<file path="config.mk">
export PLATFORM = sky130hd
export DESIGN_NAME = btn_press_counter
export DESIGN_NICKNAME = d
export VERILOG_FILES = /design/src/rtl/btn_press_counter.sv
export SDC_FILE = /design/constraint.sdc
export NUM_CORES = 1
export LEC_CHECK = 0
export CAP_MARGIN = 20
export CORE_AREA = 2 2 39 41
export CTS_CLUSTER_DIAMETER = 120
export DETAILED_ROUTE_END_ITERATION = 8
export DIE_AREA = 0 0 41 43
export PLACE_DENSITY_LB_ADDON = 0.05
export SLEW_MARGIN = 10
export SYNTH_ARGS = -nofsm -noshare
export SYNTH_HDL_FRONTEND = slang
export SYNTH_SLANG_ARGS = --single-unit
</file>
<file path="constraint.sdc">
create_clock -name clk -period 1 [get_ports clk]
set_input_delay 0.1 -clock clk [delete_from_list [all_inputs] [get_ports clk]]
set_output_delay 0.1 -clock clk [all_outputs]
set_load 0.02 [all_outputs]
</file>
<file path="src/rtl/btn_press_counter.sv">
module btn_press_counter #(
  parameter int COUNT_W    = 2,
  parameter int DEB_CYCLES = 4
) (
  input  logic               clk,
  input  logic               rst_in,
  input  logic               btn_in,
  output logic [COUNT_W-1:0] led_count
);
  localparam int DW = $clog2(DEB_CYCLES + 1);

  logic          rst_m, rst_q;
  logic          btn_m, btn_s;
  logic [DW-1:0] stab_q;
  logic          deb_level, hist_q, press_pulse;
  logic [COUNT_W-1:0] count_q;

  always_ff @(posedge clk) begin
    rst_m <= rst_in;
    rst_q <= rst_m;
    btn_m <= btn_in;
    btn_s <= btn_m;
  end

  always_ff @(posedge clk) begin
    if (rst_q) begin
      deb_level <= btn_s;
      stab_q    <= '0;
    end else if (btn_s == deb_level) begin
      stab_q    <= '0;
    end else if (stab_q == DW'(DEB_CYCLES - 1)) begin
      deb_level <= btn_s;
      stab_q    <= '0;
    end else begin
      stab_q    <= stab_q + DW'(1);
    end
  end

  always_ff @(posedge clk) begin
    if (rst_q) hist_q <= btn_s;
    else       hist_q <= deb_level;
  end

  assign press_pulse = deb_level & ~hist_q;

  always_ff @(posedge clk) begin
    if (rst_q)            count_q <= '0;
    else if (press_pulse) count_q <= count_q + COUNT_W'(1);
  end

  assign led_count = count_q;
endmodule


</file>
==> results.md, run 1 <==
- Status: finished, violations left
- Failing checks: negative setup slack
- Antenna Cells: 0
- CTS tree: built
- Final net count: 46
- Vias in the first global route: about 230
- Post-Synth Adder-Cell Area: 0.0719
- Post-DP Area: 464 µm²
- Design area: between 400 and 500 µm²
- LEAKAGE: around 0.20 nW
- XOR/XNOR share of the synthesized area: 0.0755
- Fillers: between 100 and 150
- Top post-synthesis cells by area: dfxtp_1, edfxtp_1, ha_1, nor2_1, xor2_1
- Netlist cell types: 13
- Max-slew headroom: 0.863
- Yosys warning count: 0
- Gpl congestion: roughly 0.59
- Compound-Gate Fraction of Synth Area: 0.0216
- Clk_lat worst skew: roughly 260 ps
- Post-DR vias/cell: between 4 and 5
- Ratio of final minimum period to clock period: 1.05
- Initial drt markers: 1
- Fin crit period: 1050 ps
- Synthesized flop and latch total: 11
- I/O pins: 5
- CORE AREA: roughly 0.0014 mm²
- Synth top area share: 0.576
- Max-capacitance violation count: 0
- DIE WIDTH: 41 µm
- Initial Util: 0.251
- Arrival time at the worst endpoint: about 1000 ps
- Min-delay worst type: input pin to flip-flop
- Main combinational cell family by area after synthesis: simple AND/OR/NAND/NOR gates
- Critical path class: flip-flop to flip-flop
- Clk slew on worst S/H paths: about 70 ps
- CP required: roughly 990 ps
- Crit Path Max Fanout: 4
- Total GRT Usage: 0.0899
- Antenna Nets Post-Route: 0
- Clock tree root buffer cell: clkbuf_4
- Drt drc: 0
- Die area: ~0.0018 mm²
- Mux contribution to synthesized area: 0.0324
- H-Tree Depth: 1
- Sequential share of the synthesized area: 0.662
- Clock skew: approximately 1.6 ps
- Final Max Slew Viols: 0
- Fmax: roughly 950 MHz
- Worst Max-Slew Pin Slew: just over 200 ps
- Syn Area/Cell: approximately 12 µm²
- Peak supply drop: 0.779 mV
- Rows: 14
- CP endpoint kind: flip-flop
- Worst R2R Path Depth: 2
- Port Buffers: 4
- Dpl hpwl: approximately 400 µm
- Synthesized net count: 33
- Initial antenna violation count: 0
- CP Launch Type: flip-flop
- Dpl ws: -45.7 ps
- Drt first pass iters: 2
- Clock Path Buffers: 2
- Synthesis-to-finish area growth: 42.4%
- Post-CTS Setup Inserts: 0
- RSZ-0062 raised after global routing: yes
- CTS buffer count: 3
- GRT overflow: 0
- First-pass GRT wire length: 972 µm
- PD cells: ~1800 mW/mm²
- Vias: 232
- Routed WL: ~560 µm
- Netlist Area Pre-Place: 348 µm²
- Final Hold Vio Count: 0
- Post-synthesis simple-gate area fraction: 0.126
- Synth Instances: 28
- Hold path depth: 1
- Final setup violation count: 3
- Clk sink count: 11
- Worst setup margin: -54.8 ps
- Die height: ~43 µm
- Share of cells above drive strength 1: 0.375
- DR WL/cell: ~10 µm
- Largest net degree at the start of global routing: 7
- Synth area leader: dfxtp_1
cell families (layout without fill, tap and decap cells):
logic type / Yosys count / count (layout)
muxes: 1 / 1
DFF: 11 / 11
AOI/OAI and AO/OA: 1 / 1
adders and majority gates: 2 / 2
xor gates and xnor gates: 3 / 3
buffers and inverters: 1 / 13
and+or+nand+nor: 9 / 9
state kept, by name (all words and copies together) (netlist names):
name and count:
deb_level 1, btn_s 1, led_count 2, hist_q 1, stab_q 3, btn_m 1
rst_m 1, rst_q 1
power by group:
| group | switching (mW) | total, mW | internal [mW] | leakage, nW |
|---|---|---|---|---|
| sequential | 0.0173 | 0.490 | 0.473 | 0.0936 |
| clock | 0.141 | 0.295 | 0.154 | 0.0150 |
| combinational | 0.0348 | 0.0861 | 0.0513 | 0.0963 |
| total | 0.193 | 0.872 | 0.678 | 0.205 |
final timing paths:
path                                 from   endpoint  slack [ps]
worst max-delay path            deb_level  deb_level         -50
worst min-delay path               rst_in      rst_m         280
worst max register to register  deb_level  deb_level         -50
worst min register to register      btn_m      btn_s         330
layer usage:
layer	vias to the layer above	track usage	routed length [µm]
met5	-	0	0
met4	0	0.100	11
met3	2	0.0314	24
met2	4	0.131	298
met1	112	0.0852	223
li1	114	-	-
cells in the mapped netlist, drive strengths merged:
cell    count
a21o        1
ha          2
nor2        5
nand2       1
inv         1
nand3b      1
xor2        2
and2b       1
xnor2       1
dfxtp      10
and3        1
mux2        1
edfxtp      1
timing repair:
action	4_1_cts	5_1_grt
hold buffers	0	0
resized for setup	9	1
setup endpoints to repair	6	6
hold endpoints to repair	0	0
pin swaps	1	0
critical path, cell delays in order (launching register included):
cell	delay, ps
edfxtp_1	440
xor2_1	200
a21o_1	140
stage by stage:
stage | hold WS, ps | util | setup TNS [ps] | instances | power [mW]
final | 278 | 0.358 | -83.3 | 56 | 0.872
after floorplan | 128 | - | -16.7 | 28 | 0.539
after detailed placement | 312 | 0.335 | -118 | 52 | 0.587
after global routing | 291 | 0.358 | -268 | 56 | 0.922
after CTS | 269 | 0.363 | -94.6 | 56 | 0.892
after global placement | 312 | 0.335 | -54.8 | 52 | 0.584
area by class of cell:
| type | instances | area [µm²] | share of cell area |
|---|---|---|---|
| sequential | 11 | 233 | 0.470 |
| clock buffer | 4 | 26.3 | 0.0530 |
| tap | 16 | 20.0 | 0.0404 |
| timing repair buffer | 8 | 66.3 | 0.134 |
| inverter | 1 | 3.75 | 0.00758 |
| multi-input combinational | 16 | 146 | 0.295 |
placed cells by master (no fill, tap or decap):
cell type / count
ha_4: 2
edfxtp_1: 1
nand2_1: 1
mux2_1: 1
buf_4: 4
dfxtp_2: 2
xnor2_1: 1
inv_1: 1
buf_2: 1
clkbuf_1: 1
nand3b_1: 1
xor2_1: 2
clkdlybuf4s15_2: 1
nor2_2: 1
nor2_1: 4
clkdlybuf4s50_1: 2
and2b_1: 1
and3_4: 1
a21o_1: 1
clkbuf_4: 3
dfxtp_1: 8
No activity file was read; power rests on OpenSTA's default activity.
==> inputs of run 2 (changes only) <==
Settings changed: HOLD_SLACK_MARGIN from default to 0.05.
==> results of run 2 <==
Final layout, timing and power as in run 1 (identical DEF).
==> inputs of run 3 (changes only) <==
Settings changed: GPL_ROUTABILITY_DRIVEN from default to 0.
Clock period 1 ns to 1.16 ns, I/O delays scaled along.
==> run 3 against run 2 <==
- the run now ends clean
- core utilization is 3.3 points lower
- critical path depth grew 1
- wire length shrank 12%
- highest routed layer is now met3
==> results.md, run 3 (synthesis results as in run 1) <==
- Critical path's top delay family: adder cells (was flip-flops)
- Metal3 WL: 28 µm (was 24 µm)
- Die height: 43 µm (unchanged)
- Worst setup margin: 84.8 ps (was -54.8 ps)
- Fillers: 147 (was 142)
- Initial Util: 0.251 (unchanged)
- Clock Path Buffers: 2 (unchanged)
- Final net count: 44 (was 46)
- Clock tree root buffer cell: clkbuf_4 (unchanged)
- Largest net degree at the start of global routing: 7 (unchanged)
- Vias in the first global route: 203 (was 234)
- Post-DP Area: 423 µm² (was 464 µm²)
- H-Tree Depth: 1 (unchanged)
- Post-DR vias/cell: 4.06 (was 4.14)
- Top reg by flops: stab_q (unchanged)
- Register Area: 230 µm² (was 233 µm²)
- Port Buffers: 4 (unchanged)
- Ratio of final minimum period to clock period: 0.927 (was 1.05)
- Peak supply drop: 0.519 mV (was 0.779 mV)
- CTS buffer count: 3 (unchanged)
- Crit Path Max Fanout: 2 (was 4)
- Worst Max-Slew Pin Slew: 206 ps (was 205 ps)
- CP required: 1190 ps (was 990 ps)
- Design area: 450 µm² (was 495 µm²)
- GRT overflow: 0 (unchanged)
- Worst R2R Path Depth: 3 (was 2)
- Rows: 14 (unchanged)
- Critical path class: flip-flop to flip-flop (unchanged)
- Max-slew headroom: 0.862 (was 0.863)
- Highest metal used: met3 (was met4)
- Fmax: 930 MHz (was 948 MHz)
- CP endpoint kind: flip-flop (unchanged)
- Max incr delay on CP: 320 ps (was 440 ps)
- Worst path slowest cell: dfxtp_1 (was edfxtp_1)
- Min-delay worst type: input pin to flip-flop (unchanged)
- Met2 wire length: 250 µm (was 298 µm)
- Antenna Nets Post-Route: 0 (unchanged)
- Final Hold Vio Count: 0 (unchanged)
- Final Max Slew Viols: 0 (unchanged)
- Antenna Cells: 0 (unchanged)
- DR WL/cell: 9.11 µm (was 9.95 µm)
- Commonest non-fill, non-tap cell in the layout: dfxtp_1 (unchanged)
- Max-capacitance violation count: 0 (unchanged)
- Initial antenna violation count: 0 (unchanged)
- FF-to-FF Start: stab_q[0] (was deb_level)
- Vias: 219 (was 232)
- Max FFs per register: 3 (unchanged)
- Drt first pass iters: 2 (unchanged)
- Total GRT Usage: 0.0779 (was 0.0899)
- Dpl ws: 61.1 ps (was -45.7 ps)
- Final std cells w/o fill: 54 (was 56)
- Routed WL: 492 µm (was 557 µm)
- CP Buf/Inv Count: 0 (unchanged)
- Post-CTS Setup Inserts: 0 (unchanged)
- Status: completed (was finished, violations left)
- Initial drt markers: 1 (unchanged)
- LEAKAGE: 0.199 nW (was 0.205 nW)
- Die area: 0.00176 mm² (unchanged)
- Area of the multi-input gates: 116 µm² (was 146 µm²)
- Fin crit period: 1080 ps (was 1050 ps)
- Final setup violation count: 0 (was 3)
- Arrival time at the worst endpoint: 1110 ps (was 1040 ps)
- I/O pins: 5 (unchanged)
- DIE WIDTH: 41 µm (unchanged)
- Synthesis-to-finish area growth: 29.5% (was 42.4%)
- CTS tree: built (unchanged)
- Clk_lat worst skew: 260 ps (about the same)
- Cell Chain, Critical Path: ha_1, ha_2, a21o_1 (was xor2_1, a21o_1)
- CP Launch Type: flip-flop (unchanged)
- Placed cells: 50 (was 52)
- Crit path from: stab_q[0] (was deb_level)
- Clk slew on worst S/H paths: 70 ps (about the same)
- FF-to-FF setup slack: 80 ps (was -50 ps)
- Most frequent cells in the layout: dfxtp_1, nor2_1, clkbuf_4 (was dfxtp_1, nor2_1, buf_4)
- Clk sink count: 11 (unchanged)
- Drt drc: 0 (unchanged)
- Levels on crit path: 3 (was 2)
- Clock skew: 1.84 ps (was 1.60 ps)
- PD cells: 1630 mW/mm² (was 1760 mW/mm²)
- Setup TNS: 0 ps (was -83.3 ps)
- R2R Path End: deb_level (unchanged)
- Share of cells above drive strength 1: 0.158 (was 0.375)
- RSZ-0062 raised after global routing: no (was yes)
- CORE AREA: 0.00138 mm² (unchanged)
- Critical Path Sink: deb_level (unchanged)
- First-pass GRT wire length: 834 µm (was 972 µm)
- M1 WL: 213 µm (was 223 µm)
[run 3: cell count changes in the layout (fill, tap and decap cells not counted), sizes merged]
cell,delta
dlygate4sd2,+1
buf,-3
[run 3: cell type report]
| cell class | instances | share of cell area |
|---|---|---|
| flip-flops and latches | 11 | 0.511 |
| multi-input cells | 16 | 0.258 |
| repair buffers | 6 | 0.119 |
| clock buffers | 4 | 0.0583 |
| well taps | 16 | 0.0444 |
| inverters | 1 | 0.00833 |
[run 3: timing repair]
item | in CTS | in global routing
endpoints found under the setup margin | 2 | 3
hold buffers | 0 | 0
resized for setup | 2 | 2
[run 3: through the flow]
stage | util | total power, mW | hold WS, ps
2_1_floorplan | - | 0.459 | 144
5_1_grt | 0.325 | 0.783 | 302
3_3_place_gp | 0.306 | 0.489 | 312
6_report | 0.325 | 0.735 | 291
4_1_cts | 0.323 | 0.746 | 285
3_5_place_dp | 0.306 | 0.492 | 317
[run 3: layer usage]
metal  up-vias  global-route usage
li1        110                   -
met1       104              0.0888
met3         0              0.0471
met2         5              0.0906
met5         -                   0
met4         0              0.0800
[run 3: power breakdown]
part,switching [mW],internal (mW)
sequential,0.0136,0.406
combinational,0.0248,0.0342
clock,0.123,0.133
total,0.161,0.574
[run 3: worst min-delay path by stage]
stage	startpoint	endpoint	slack (ps)	cells after the start
2_1_floorplan	btn_in	btn_m	140	0
3_3_place_gp	rst_m	rst_q	310	0
3_5_place_dp	btn_m	btn_s	320	0
4_1_cts	rst_in	rst_m	280	1
5_1_grt	rst_in	rst_m	300	1
6_report	rst_in	rst_m	290	1
